==> config.mk <==
export PLATFORM = sky130hd
export DESIGN_NAME = lux_poll_ctrl
export DESIGN_NICKNAME = d
export VERILOG_FILES = /design/src/rtl/lux_poll_pkg.sv /design/src/rtl/lux_ctime_store.sv /design/src/rtl/lux_cword_pack.sv /design/src/rtl/lux_seq_fsm.sv /design/src/rtl/lux_poll_ctrl.sv
export SDC_FILE = /design/constraint.sdc
export NUM_CORES = 1
export LEC_CHECK = 0
export ABC_AREA = 1
export BUFFER_PORTS_ARGS = -buffer_cell sky130_fd_sc_hd__buf_2
export CAP_MARGIN = 20
export CELL_PAD_IN_SITES_DETAIL_PLACEMENT = 1
export CELL_PAD_IN_SITES_GLOBAL_PLACEMENT = 1
export CORE_AREA = 2 2 92 94
export DETAILED_ROUTE_END_ITERATION = 16
export DIE_AREA = 0 0 94 96
export PLACE_DENSITY = 0.69
export SLEW_MARGIN = 20
export SYNTH_ARGS = -nofsm -noshare
export SYNTH_HDL_FRONTEND = slang
export SYNTH_SLANG_ARGS = --single-unit
==> constraint.sdc <==
create_clock -name clk -period 1.62 [get_ports clk]
set_clock_uncertainty 0.15 [all_clocks]
set_input_delay 0.162 -clock clk [delete_from_list [all_inputs] [get_ports clk]]
set_output_delay 0.162 -clock clk [all_outputs]
set_load 0.02 [all_outputs]
==> src/rtl/lux_poll_pkg.sv <==
package lux_poll_pkg;
   typedef enum logic [2:0] {
      ST_ID   = 3'd0,
      ST_CFG  = 3'd1,
      ST_HI   = 3'd2,
      ST_LO   = 3'd3,
      ST_PDN  = 3'd4,
      ST_OFF  = 3'd5,
      ST_FLT  = 3'd6
   } lux_state_e;
endpackage

==> src/rtl/lux_ctime_store.sv <==
module lux_ctime_store #(
   parameter int CODE_W   = 4,
   parameter int MAX_CODE = 11,
   parameter int DEF_CODE = 11
) (
   input  logic              clk,
   input  logic              rst_n,
   input  logic              req_i,
   input  logic [CODE_W-1:0] code_i,
   output logic [CODE_W-1:0] code_o,
   output logic              upd_o,
   output logic              err_o
);
   localparam int CODE_SPAN = 1 << CODE_W;

   if (MAX_CODE >= CODE_SPAN || DEF_CODE > MAX_CODE) begin : g_bad_cfg
      $error("lux_ctime_store: code limits do not fit CODE_W");
   end

   logic in_range;

   if (MAX_CODE < CODE_SPAN - 1) begin : g_chk
      assign in_range = (code_i <= CODE_W'(MAX_CODE));
   end else begin : g_nochk
      assign in_range = 1'b1;
   end

   always_ff @(posedge clk or negedge rst_n) begin
      if (!rst_n) begin
         code_o <= CODE_W'(DEF_CODE);
         upd_o  <= 1'b0;
         err_o  <= 1'b0;
      end else begin
         upd_o <= req_i & in_range;
         err_o <= req_i & ~in_range;
         if (req_i && in_range) code_o <= code_i;
      end
   end

   AST_CODE_LEGAL: assert property (@(posedge clk) disable iff (!rst_n)
      code_o <= CODE_W'(MAX_CODE));
   AST_REJECT_KEEPS: assert property (@(posedge clk) disable iff (!rst_n)
      err_o |-> $stable(code_o));
endmodule

==> src/rtl/lux_cword_pack.sv <==
module lux_cword_pack #(
   parameter int DATA_W     = 16,
   parameter int CODE_W     = 4,
   parameter int MODE_W     = 2,
   parameter int RANGE_LSB  = 10,
   parameter int TIME_LSB   = 6,
   parameter int MODE_LSB   = 4,
   parameter int RANGE_CODE = 12,
   parameter int MODE_CODE  = 3
) (
   input  logic [CODE_W-1:0] code_i,
   output logic [DATA_W-1:0] word_o
);
   localparam int RANGE_W = 4;

   if (MODE_LSB + MODE_W > TIME_LSB || TIME_LSB + CODE_W > RANGE_LSB ||
       RANGE_LSB + RANGE_W > DATA_W) begin : g_bad_layout
      $error("lux_cword_pack: control fields overlap or overflow");
   end

   always_comb begin
      word_o = '0;
      word_o[RANGE_LSB +: RANGE_W] = RANGE_W'(RANGE_CODE);
      word_o[TIME_LSB  +: CODE_W]  = code_i;
      word_o[MODE_LSB  +: MODE_W]  = MODE_W'(MODE_CODE);
   end
endmodule

==> src/rtl/lux_seq_fsm.sv <==
module lux_seq_fsm
   import lux_poll_pkg::*;
#(
   parameter int          ADDR_W    = 8,
   parameter int          DATA_W    = 16,
   parameter int          ID_BITS   = 12,
   parameter logic [11:0] ID_VALUE  = 12'h121,
   parameter logic [7:0]  ADR_HI    = 8'h00,
   parameter logic [7:0]  ADR_LO    = 8'h01,
   parameter logic [7:0]  ADR_CTRL  = 8'h0A,
   parameter logic [7:0]  ADR_ID    = 8'h11
) (
   input  logic              clk,
   input  logic              rst_n,
   input  logic              restart_i,
   input  logic              upd_i,
   input  logic              pdown_req_i,
   input  logic [DATA_W-1:0] cfg_word_i,
   input  logic [DATA_W-1:0] pdn_word_i,
   output logic              bus_req_o,
   output logic              bus_we_o,
   output logic [ADDR_W-1:0] bus_addr_o,
   output logic [DATA_W-1:0] bus_wdata_o,
   input  logic [DATA_W-1:0] bus_rdata_i,
   input  logic              bus_ack_i,
   input  logic              bus_err_i,
   output logic              res_valid_o,
   output logic [DATA_W-1:0] res_hi_o,
   output logic [DATA_W-1:0] res_lo_o,
   output logic              id_warn_o,
   output logic              fault_o
);
   if (ID_BITS > DATA_W || ID_BITS > 12 || ADDR_W < 8) begin : g_bad_cfg
      $error("lux_seq_fsm: identity or address width out of range");
   end

   lux_state_e state_q;
   logic       cfg_pend_q, pdn_pend_q;
   logic [DATA_W-1:0] wdata_q;
   logic       parked;
   lux_state_e disp_st;

   assign parked  = (state_q == ST_OFF) || (state_q == ST_FLT);
   assign disp_st = pdn_pend_q ? ST_PDN : (cfg_pend_q ? ST_CFG : ST_HI);

   always_comb begin
      bus_req_o  = !parked;
      bus_we_o   = (state_q == ST_CFG) || (state_q == ST_PDN);
      unique case (state_q)
         ST_ID:          bus_addr_o = ADDR_W'(ADR_ID);
         ST_HI:          bus_addr_o = ADDR_W'(ADR_HI);
         ST_LO:          bus_addr_o = ADDR_W'(ADR_LO);
         default:        bus_addr_o = ADDR_W'(ADR_CTRL);
      endcase
   end
   assign bus_wdata_o = wdata_q;
   assign fault_o     = (state_q == ST_FLT);

   always_ff @(posedge clk or negedge rst_n) begin
      if (!rst_n) begin
         state_q     <= ST_ID;
         cfg_pend_q  <= 1'b0;
         pdn_pend_q  <= 1'b0;
         wdata_q     <= '0;
         res_valid_o <= 1'b0;
         res_hi_o    <= '0;
         res_lo_o    <= '0;
         id_warn_o   <= 1'b0;
      end else begin
         res_valid_o <= 1'b0;
         if (upd_i) cfg_pend_q <= 1'b1;
         if (pdown_req_i && !parked) pdn_pend_q <= 1'b1;
         if (!parked && bus_err_i) begin
            state_q <= ST_FLT;
         end else if (!parked && bus_ack_i) begin
            case (state_q)
               ST_ID: begin
                  id_warn_o  <= (bus_rdata_i[ID_BITS-1:0] != ID_VALUE[ID_BITS-1:0]);
                  state_q    <= ST_CFG;
                  wdata_q    <= cfg_word_i;
                  cfg_pend_q <= upd_i;
               end
               ST_HI: begin
                  res_hi_o <= bus_rdata_i;
                  state_q  <= ST_LO;
               end
               ST_PDN: begin
                  state_q    <= ST_OFF;
                  pdn_pend_q <= 1'b0;
                  cfg_pend_q <= 1'b0;
               end
               default: begin
                  if (state_q == ST_LO) begin
                     res_lo_o    <= bus_rdata_i;
                     res_valid_o <= 1'b1;
                  end
                  state_q <= disp_st;
                  if (disp_st == ST_PDN) begin
                     wdata_q    <= pdn_word_i;
                     pdn_pend_q <= 1'b0;
                     cfg_pend_q <= 1'b0;
                  end else if (disp_st == ST_CFG) begin
                     wdata_q    <= cfg_word_i;
                     cfg_pend_q <= upd_i;
                  end
               end
            endcase
         end else if (parked && restart_i) begin
            state_q    <= ST_ID;
            id_warn_o  <= 1'b0;
            cfg_pend_q <= 1'b0;
            pdn_pend_q <= 1'b0;
         end
      end
   end

   AST_REQ_HOLD: assert property (@(posedge clk) disable iff (!rst_n)
      (bus_req_o && !bus_ack_i && !bus_err_i) |=>
      (bus_req_o && $stable(bus_addr_o) && $stable(bus_we_o) && $stable(bus_wdata_o)));
   AST_WRITE_CTRL_ONLY: assert property (@(posedge clk) disable iff (!rst_n)
      (bus_req_o && bus_we_o) |-> (bus_addr_o == ADDR_W'(ADR_CTRL)));
   AST_VALID_AFTER_LO: assert property (@(posedge clk) disable iff (!rst_n)
      res_valid_o |-> $past(bus_req_o && bus_ack_i && bus_addr_o == ADDR_W'(ADR_LO)));
   AST_FAULT_QUIET: assert property (@(posedge clk) disable iff (!rst_n)
      fault_o |-> !bus_req_o);
   AST_ERR_TO_FAULT: assert property (@(posedge clk) disable iff (!rst_n)
      (bus_req_o && bus_err_i) |=> fault_o);
   AST_OFF_AFTER_PDN: assert property (@(posedge clk) disable iff (!rst_n)
      (bus_req_o && bus_ack_i && bus_we_o && bus_wdata_o[5:4] == 2'b00) |=> !bus_req_o);
endmodule

==> src/rtl/lux_poll_ctrl.sv <==
module lux_poll_ctrl #(
   parameter int ADDR_W   = 8,
   parameter int DATA_W   = 16,
   parameter int CODE_W   = 4,
   parameter int MAX_CODE = 11,
   parameter int DEF_CODE = 11
) (
   input  logic              clk,
   input  logic              rst_n,
   input  logic              restart_i,
   input  logic              ctime_req_i,
   input  logic [CODE_W-1:0] ctime_code_i,
   input  logic              pdown_req_i,
   output logic              bus_req_o,
   output logic              bus_we_o,
   output logic [ADDR_W-1:0] bus_addr_o,
   output logic [DATA_W-1:0] bus_wdata_o,
   input  logic [DATA_W-1:0] bus_rdata_i,
   input  logic              bus_ack_i,
   input  logic              bus_err_i,
   output logic              res_valid_o,
   output logic [DATA_W-1:0] res_hi_o,
   output logic [DATA_W-1:0] res_lo_o,
   output logic              id_warn_o,
   output logic              ctime_err_o,
   output logic              fault_o
);
   localparam int MODE_CONT = 3;
   localparam int MODE_OFF  = 0;
   localparam int AUTO_RNG  = 12;

   logic [CODE_W-1:0] code_q;
   logic              upd;
   logic [DATA_W-1:0] cfg_word, pdn_word;

   lux_ctime_store #(.CODE_W(CODE_W), .MAX_CODE(MAX_CODE), .DEF_CODE(DEF_CODE)) u_store (
      .clk(clk), .rst_n(rst_n), .req_i(ctime_req_i), .code_i(ctime_code_i),
      .code_o(code_q), .upd_o(upd), .err_o(ctime_err_o));

   lux_cword_pack #(.DATA_W(DATA_W), .CODE_W(CODE_W), .RANGE_CODE(AUTO_RNG),
                    .MODE_CODE(MODE_CONT)) u_cfg_pack (
      .code_i(code_q), .word_o(cfg_word));

   lux_cword_pack #(.DATA_W(DATA_W), .CODE_W(CODE_W), .RANGE_CODE(AUTO_RNG),
                    .MODE_CODE(MODE_OFF)) u_pdn_pack (
      .code_i(code_q), .word_o(pdn_word));

   lux_seq_fsm #(.ADDR_W(ADDR_W), .DATA_W(DATA_W)) u_fsm (
      .clk(clk), .rst_n(rst_n), .restart_i(restart_i), .upd_i(upd),
      .pdown_req_i(pdown_req_i), .cfg_word_i(cfg_word), .pdn_word_i(pdn_word),
      .bus_req_o(bus_req_o), .bus_we_o(bus_we_o), .bus_addr_o(bus_addr_o),
      .bus_wdata_o(bus_wdata_o), .bus_rdata_i(bus_rdata_i), .bus_ack_i(bus_ack_i),
      .bus_err_i(bus_err_i), .res_valid_o(res_valid_o), .res_hi_o(res_hi_o),
      .res_lo_o(res_lo_o), .id_warn_o(id_warn_o), .fault_o(fault_o));
endmodule

==> results of run 1 <==
[routing by layer]
| layer | vias to the layer above | global-route usage |
|---|---|---|
| met1 | 1099 | 0.200 |
| met5 | - | 0 |
| li1 | 1110 | - |
| met4 | 0 | 0.0326 |
| met2 | 55 | 0.285 |
| met3 | 4 | 0.0345 |
[cell families (layout without fill, tap and decap cells)]
logic type             count (synthesis)  count (layout)  synth area share
AND/OR/NAND/NOR                      139             139             0.262
flip-flops                            51              51             0.516
buffers and inverters                 49             171             0.123
AO/OA/AOI/OAI                         40              40            0.0978
other                                  1              12           0.00151
[area by class of cell]
class	instances	area, sq um	share of cell area
Sequential cell	51	1280	0.337
Timing Repair Buffer	135	1080	0.283
Inverter	28	120	0.0315
Multi-Input combinational cell	191	1100	0.289
Clock inverter	2	13.8	0.00361
Tap cell	105	131	0.0345
Clock buffer	6	82.6	0.0217
[state kept, by name, summed over array words and instances, names as in the netlist]
register,flops
u_fsm.res_hi_o,16
u_fsm.pdn_pend_q,1
u_fsm.res_lo_o,16
u_fsm.cfg_pend_q,1
u_fsm.id_warn_o,1
u_store.err_o,1
u_fsm.res_valid_o,1
u_fsm.bus_wdata_o,6
u_store.code_o,4
u_store.upd_o,1
u_fsm.state_q,3
[placed cells by master (no fill, tap or decap), drive strengths merged]
cell         instances
nand3b               1
bufbuf               1
nand3               14
dlygate4sd3         24
nand2              111
inv                 29
dfrtp               48
a21oi                2
clkinv               1
dfstp                3
nor2                11
buf                106
o21ai               36
o21a                 1
conb                12
nand4                1
a22oi                1
clkbuf              10
nor3                 1
[metrics by stage]
stage | worst slack (ns) | instance area, sq um | instances | hold WS, ns
detailed placement | -0.0341 | 3000 | 462 | 0.0328
global route | -0.145 | 3810 | 518 | 0.131
global placement | -0.0199 | 3000 | 462 | 0.0314
floorplan | 0.0165 | 2530 | 291 | -0.284
CTS | -0.0647 | 3450 | 502 | 0.104
finish | -0.0835 | 3810 | 518 | 0.102
[power groups by stage]
stage	combinational (mW)	sequential (mW)	clock (mW)
6_report	3.84	2.16	0.790
5_1_grt	4.16	2.23	0.873
4_1_cts	3.15	2.11	0.827
3_5_place_dp	2.90	2.13	0
3_3_place_gp	2.85	2.11	0
2_1_floorplan	1.40	2.57	0
[Yosys cell counts (2+ instances only)]
master / count
a21oi_1: 2
buf_12: 3
buf_4: 16
dfrtp_1: 48
dfstp_2: 3
inv_1: 24
inv_2: 3
nand2_1: 97
nand2_2: 8
nand2_4: 5
nand3_1: 12
nand3_2: 2
nor2_1: 9
o21ai_0: 25
o21ai_2: 10
[worst min-delay path, delay by kind of cell]
kind,cells,cell delay (ns)
and+or+nand+nor,3,0.27
buffers and inverters,1,0.09
[what timing repair did]
item | in CTS | in global routing
setup endpoints to repair | 35 | 50
hold buffers | 24 | 0
hold endpoints to repair | 89 | 0
setup buffers | 7 | 12
pin swaps | 5 | 14
gates resized for setup | 8 | 51
gates cloned | 1 | 4
[worst max path at each step]
stage                     depth (start not counted)                    startpoint  slack [ns]                             end
after floorplan                                  10  u_fsm.state_q[1]$_DFFE_PN0P_        0.02   u_fsm.res_lo_o[2]$_DFFE_PN0P_
after global placement                            7  u_fsm.state_q[0]$_DFFE_PN0P_       -0.02  u_fsm.res_hi_o[13]$_DFFE_PN0P_
after detailed placement                          7  u_fsm.state_q[0]$_DFFE_PN0P_       -0.03  u_fsm.res_hi_o[13]$_DFFE_PN0P_
after CTS                                         5  u_fsm.state_q[0]$_DFFE_PN0P_       -0.06                   bus_addr_o[0]
after global routing                             10  u_fsm.state_q[0]$_DFFE_PN0P_       -0.15   u_fsm.res_lo_o[3]$_DFFE_PN0P_
final                                            10  u_fsm.state_q[1]$_DFFE_PN0P_       -0.08   u_fsm.res_lo_o[3]$_DFFE_PN0P_
==> impl_metrics.toml, run 1 <==
[critical_path]
crit_family = "buffers and inverters"
r2r_start = "u_fsm.state_q[1]$_DFFE_PN0P_"
cp_data_arrival_time_ns = 1.76
crit_slowest_cell = "dfrtp_2"
reg2reg_depth = 10
path_max_fanout = 8
critical_path_buf_inv_count = 4
worstReg2RegEnd = "u_fsm.res_lo_o[3]$_DFFE_PN0P_"
slowest_delay_ns = 0.45
timing_worst_setup_path_type = "register to register"
crit_path_start_kind = "register"
endpoint_kind = "register"
path_cells = "inv_2 > nand2_4 > nand3_4 > nand3_4 > buf_12 > inv_12 > nand2_8 > clkbuf_16 > nand2_4 > o21ai_2"
worstPathRequired_ns = 1.68
r2r_slack_ns = -0.08

[min_path]
timing.hold.worst.start = "restart_i"
min_to = "u_fsm.cfg_pend_q$_DFF_PN0_"
whs_path_depth = 4
hold_path.class = "input pin to register"

[grt]
grt_pass1_wl_um = 11200
grt_max_degree = 52
grt-ovfl-total = 0
antenna_found_initial = 0
grt_usage = 0.160
grt_pass1_vias = 2242

[power_and_ir_drop]
p_int_mw = 3.71
sequentialPowerShare = 0.318
power_mw = 6.79
share_comb_of_total_power = 0.566
clkPwrFrac = 0.116
peakVddDrop_mv = 0.639
p_sw_mw = 3.08
swShare = 0.454
leakagePower_nw = 2.06
p_per_area_mw_per_mm2 = 1780

[clocking]
numCtsBuffers = 5
tritoncts = "yes"
clockBufferDepth = 2
cts_sinks = 51
htreeDepth = 2
cts_root_buf = "clkbuf_8"
path_clk_slew_ns = 0.10
clock_latency_ns = 0.31

[layout]
nets = 439
num-fill-cells = 967
drive_above_1_share = 0.433
final_util = 0.473
n_antenna_cell = 0
area_delta_synth_final_pct = 53.4

[synthesis]
synth_edf_count = 0
synth_area_sq_mm = 0.00248
yosys_most_used_dff = "dfrtp_1"
synth_cell_types = 28
yosys.area.top_type_share = 0.484
synth.area.top_cells = "dfrtp_1 (48%), nand2_1 (15%), o21ai_0 (5.0%)"
syn_inst = 280
synth_top_area_cell = "dfrtp_1"
yosysSeqAreaShare = 0.516
syn-mean-instance-area_sq_um = 8.87
yosysWarnings = 0
yosys_register_bits = 51
synth-async-reset-ratio = 1.00

[sta]
min_period_over_period = 1.05
fin_crit_ns = 1.70
rsz0062_at_grt = "true"
setup_violations = 18
max_freq_ghz = 0.587
tns_ns = -1.04
hold_viol_final = 0
slew_violations = 0
setup_slack_ns = -0.0835

[routing]
num_vias = 2268
wl_met2_um = 4130
wl_met1_um = 3240
drc_errors = 0
wirelength_um = 7720
wl_per_cell_um = 14.9
vias_per_cell = 4.38
wl_met3_um = 286
dr.pass1.iters = 5
drt_iter0_drc = 46
antenna_left = 0
dr.max_layer_used = "met4"

[floorplan]
die_x_um = 94
row_count = 33
start_util = 0.308
dieArea_sq_mm = 0.00902
core_sq_mm = 0.00805
ios = 89
die_y_um = 96

[placement]
dpl.hpwl_um = 4790
portBuffers = 76
gp_congestion = 0.880

[flow_run]
drv_cap = 0

[outcome]
status = "finished with violations"
violations = "negative setup slack"
Note: power is estimated with default switching activity, not from simulation.
==> run 2: changes to the inputs <==
--- a/config.mk
+++ b/config.mk
@@ -14,6 +14,7 @@
 export DETAILED_ROUTE_END_ITERATION = 16
 export DIE_AREA = 0 0 94 96
 export PLACE_DENSITY = 0.69
+export SETUP_SLACK_MARGIN = 0.3
 export SLEW_MARGIN = 20
 export SYNTH_ARGS = -nofsm -noshare
 export SYNTH_HDL_FRONTEND = slang
==> run 2 against run 1 <==
The run still ends with negative setup slack left. Sequential cell count is the same. Die area stayed put. Power grew 1.5%. Largest cell class unchanged. Routed wire length up 1.3%. Global-route usage is 1.2 points higher. Via count up 1.6%. First-iteration DRC count grew 96%. Sequential share of layout area is 0.54 points higher. Register-to-register slack hardly changed. Sequential power about the same. Setup slack better by 0.0041 ns. Final area fell by 1.5%.
==> impl_metrics.toml, run 2 (same netlist as run 1, synthesis figures left out) <==
[floorplan]
die_x_um = 94
die_y_um = 96
start_util = 0.308
core_sq_mm = 0.00805
dieArea_sq_mm = 0.00902
row_count = 33
ios = 89

[clocking]
clock_latency_ns = 0.31
path_clk_slew_ns = 0.10
cts_sinks = 51
cts_root_buf = "clkbuf_8"
clockBufferDepth = 2
tritoncts = "yes"
numCtsBuffers = 5
htreeDepth = 2

[critical_path]
path_max_fanout = 5
path_cells = "inv_4 > nand2_4 > buf_6 > inv_4 > o21a_1 > buf_6"
crit_slowest_cell = "dfrtp_2"
timing_worst_setup_path_type = "register to primary output"
crit_family = "flip-flops"
critical_path_buf_inv_count = 4
worstPathRequired_ns = 1.31
endpoint_kind = "primary output"
cp_data_arrival_time_ns = 1.39
crit_path_start_kind = "register"
slowest_delay_ns = 0.47

[layout]
layout_commonest_cell = "nand2_1"
final_util = 0.466
finalNonFillerCells = 512
num-fill-cells = 967
final_area_sq_mm = 0.00375
area_delta_synth_final_pct = 51.2
n_antenna_cell = 0
multiInputGateArea_sq_mm = 0.00117
nets = 433
drive_above_1_share = 0.452
regArea_sq_mm = 0.00128
layout_common_cells = "nand2_1 (80), buf_2 (70), dfrtp_1 (45)"

[sta]
max_freq_ghz = 0.588
slew_violations = 0
fin_crit_ns = 1.70
setup_violations = 24
hold_viol_final = 0
tns_ns = -0.835
rsz0062_at_grt = "true"
min_period_over_period = 1.05
setup_slack_ns = -0.0794

[grt]
antenna_found_initial = 0
grt_max_degree = 52
grt_pass1_wl_um = 11900
grt_usage = 0.172
grt-ovfl-total = 0
grt_pass1_vias = 2372

[outcome]
status = "finished with violations"
violations = "negative setup slack"

[placement]
place_inst = 462
placed_cell_area_sq_mm = 0.00296
dpl.hpwl_um = 4930
gp_congestion = 0.843
portBuffers = 76

[routing]
drc_errors = 0
wl_per_cell_um = 15.3
dr.pass1.iters = 4
vias_per_cell = 4.50
drt_iter0_drc = 90
num_vias = 2304
antenna_left = 0
wirelength_um = 7820

[flow_run]
drv_cap = 0

[power_and_ir_drop]
peakVddDrop_mv = 0.564
p_per_area_mw_per_mm2 = 1840
power_mw = 6.89
leakagePower_nw = 2.02

[min_path]
hold_path.class = "input pin to register"
-- run 2: cell types whose count changed in the layout (fill, tap and decap cells not counted), moves of 3 or more --
cell / delta
buf_2: -4
buf_6: +8
nand3_2: +3
buf_4: -7
clkbuf_16: -4
nand2_2: +4
nand3_1: -5
-- run 2: timing repair --
| item | CTS | global route |
|---|---|---|
| setup buffers | 7 | 8 |
| setup endpoints to repair | 52 | 54 |
| resized for setup | 32 | 55 |
| pin swaps | 8 | 16 |
| gates cloned | 4 | 0 |
| endpoints found under the hold margin | 85 | 0 |
| hold buffers | 23 | 0 |
-- run 2: report_power, final --
part           switching, mW  internal (mW)  total, mW
logic                   2.41           1.60       4.01
clock network          0.454          0.302      0.756
registers              0.366           1.76       2.13
total                   3.23           3.66       6.89
-- run 2: area by class of cell --
type	instances	area share
timing repair buffer	125	0.248
clock inverter	3	0.00534
multi-input combinational	195	0.313
inverter	28	0.0383
tap	105	0.0350
clock buffer	5	0.0183
sequential	51	0.342
-- run 2: path summary, 6_finish.rpt --
kind | startpoint | to | slack (ns) | cells after the start
worst max-delay path | u_fsm.state_q[0]$_DFFE_PN0P_ | bus_we_o | -0.08 | 6
worst min-delay path | pdown_req_i | u_fsm.pdn_pend_q$_DFF_PN0_ | 0.02 | 3
worst max register to register | u_fsm.state_q[0]$_DFFE_PN0P_ | u_fsm.res_lo_o[8]$_DFFE_PN0P_ | -0.07 | 10
worst min register to register | u_store.code_o[0]$_DFFE_PN1P_ | u_store.code_o[0]$_DFFE_PN1P_ | 0.33 | 2
max in group asynchronous | rst_n | u_store.code_o[0]$_DFFE_PN1P_ | 0.81 | 3
min in group asynchronous | rst_n | u_fsm.res_lo_o[2]$_DFFE_PN0P_ | 0.21 | 3
-- run 2: tightest hold or removal path: cells and delay by family --
| family | cells | cell delay (ns) |
|---|---|---|
| simple gates | 1 | 0.09 |
| compound gates | 1 | 0.09 |
| buf+inv | 1 | 0.09 |
-- run 2: metrics by stage --
step | hold slack, ns | worst slack, ns
after floorplan | -0.284 | 0.0322
after global placement | 0.0290 | 0.0145
after detailed placement | 0.0325 | -0.0405
after CTS | 0.00661 | -0.0510
after global routing | 0.0269 | -0.141
final | 0.0191 | -0.0794
-- run 2: metal layers --
| layer | routed length (um) | GRT usage |
|---|---|---|
| met3 | 309 | 0.0321 |
| met4 | 104 | 0.0386 |
| met5 | 0 | 0 |
| met2 | 4060 | 0.301 |
| met1 | 3350 | 0.222 |
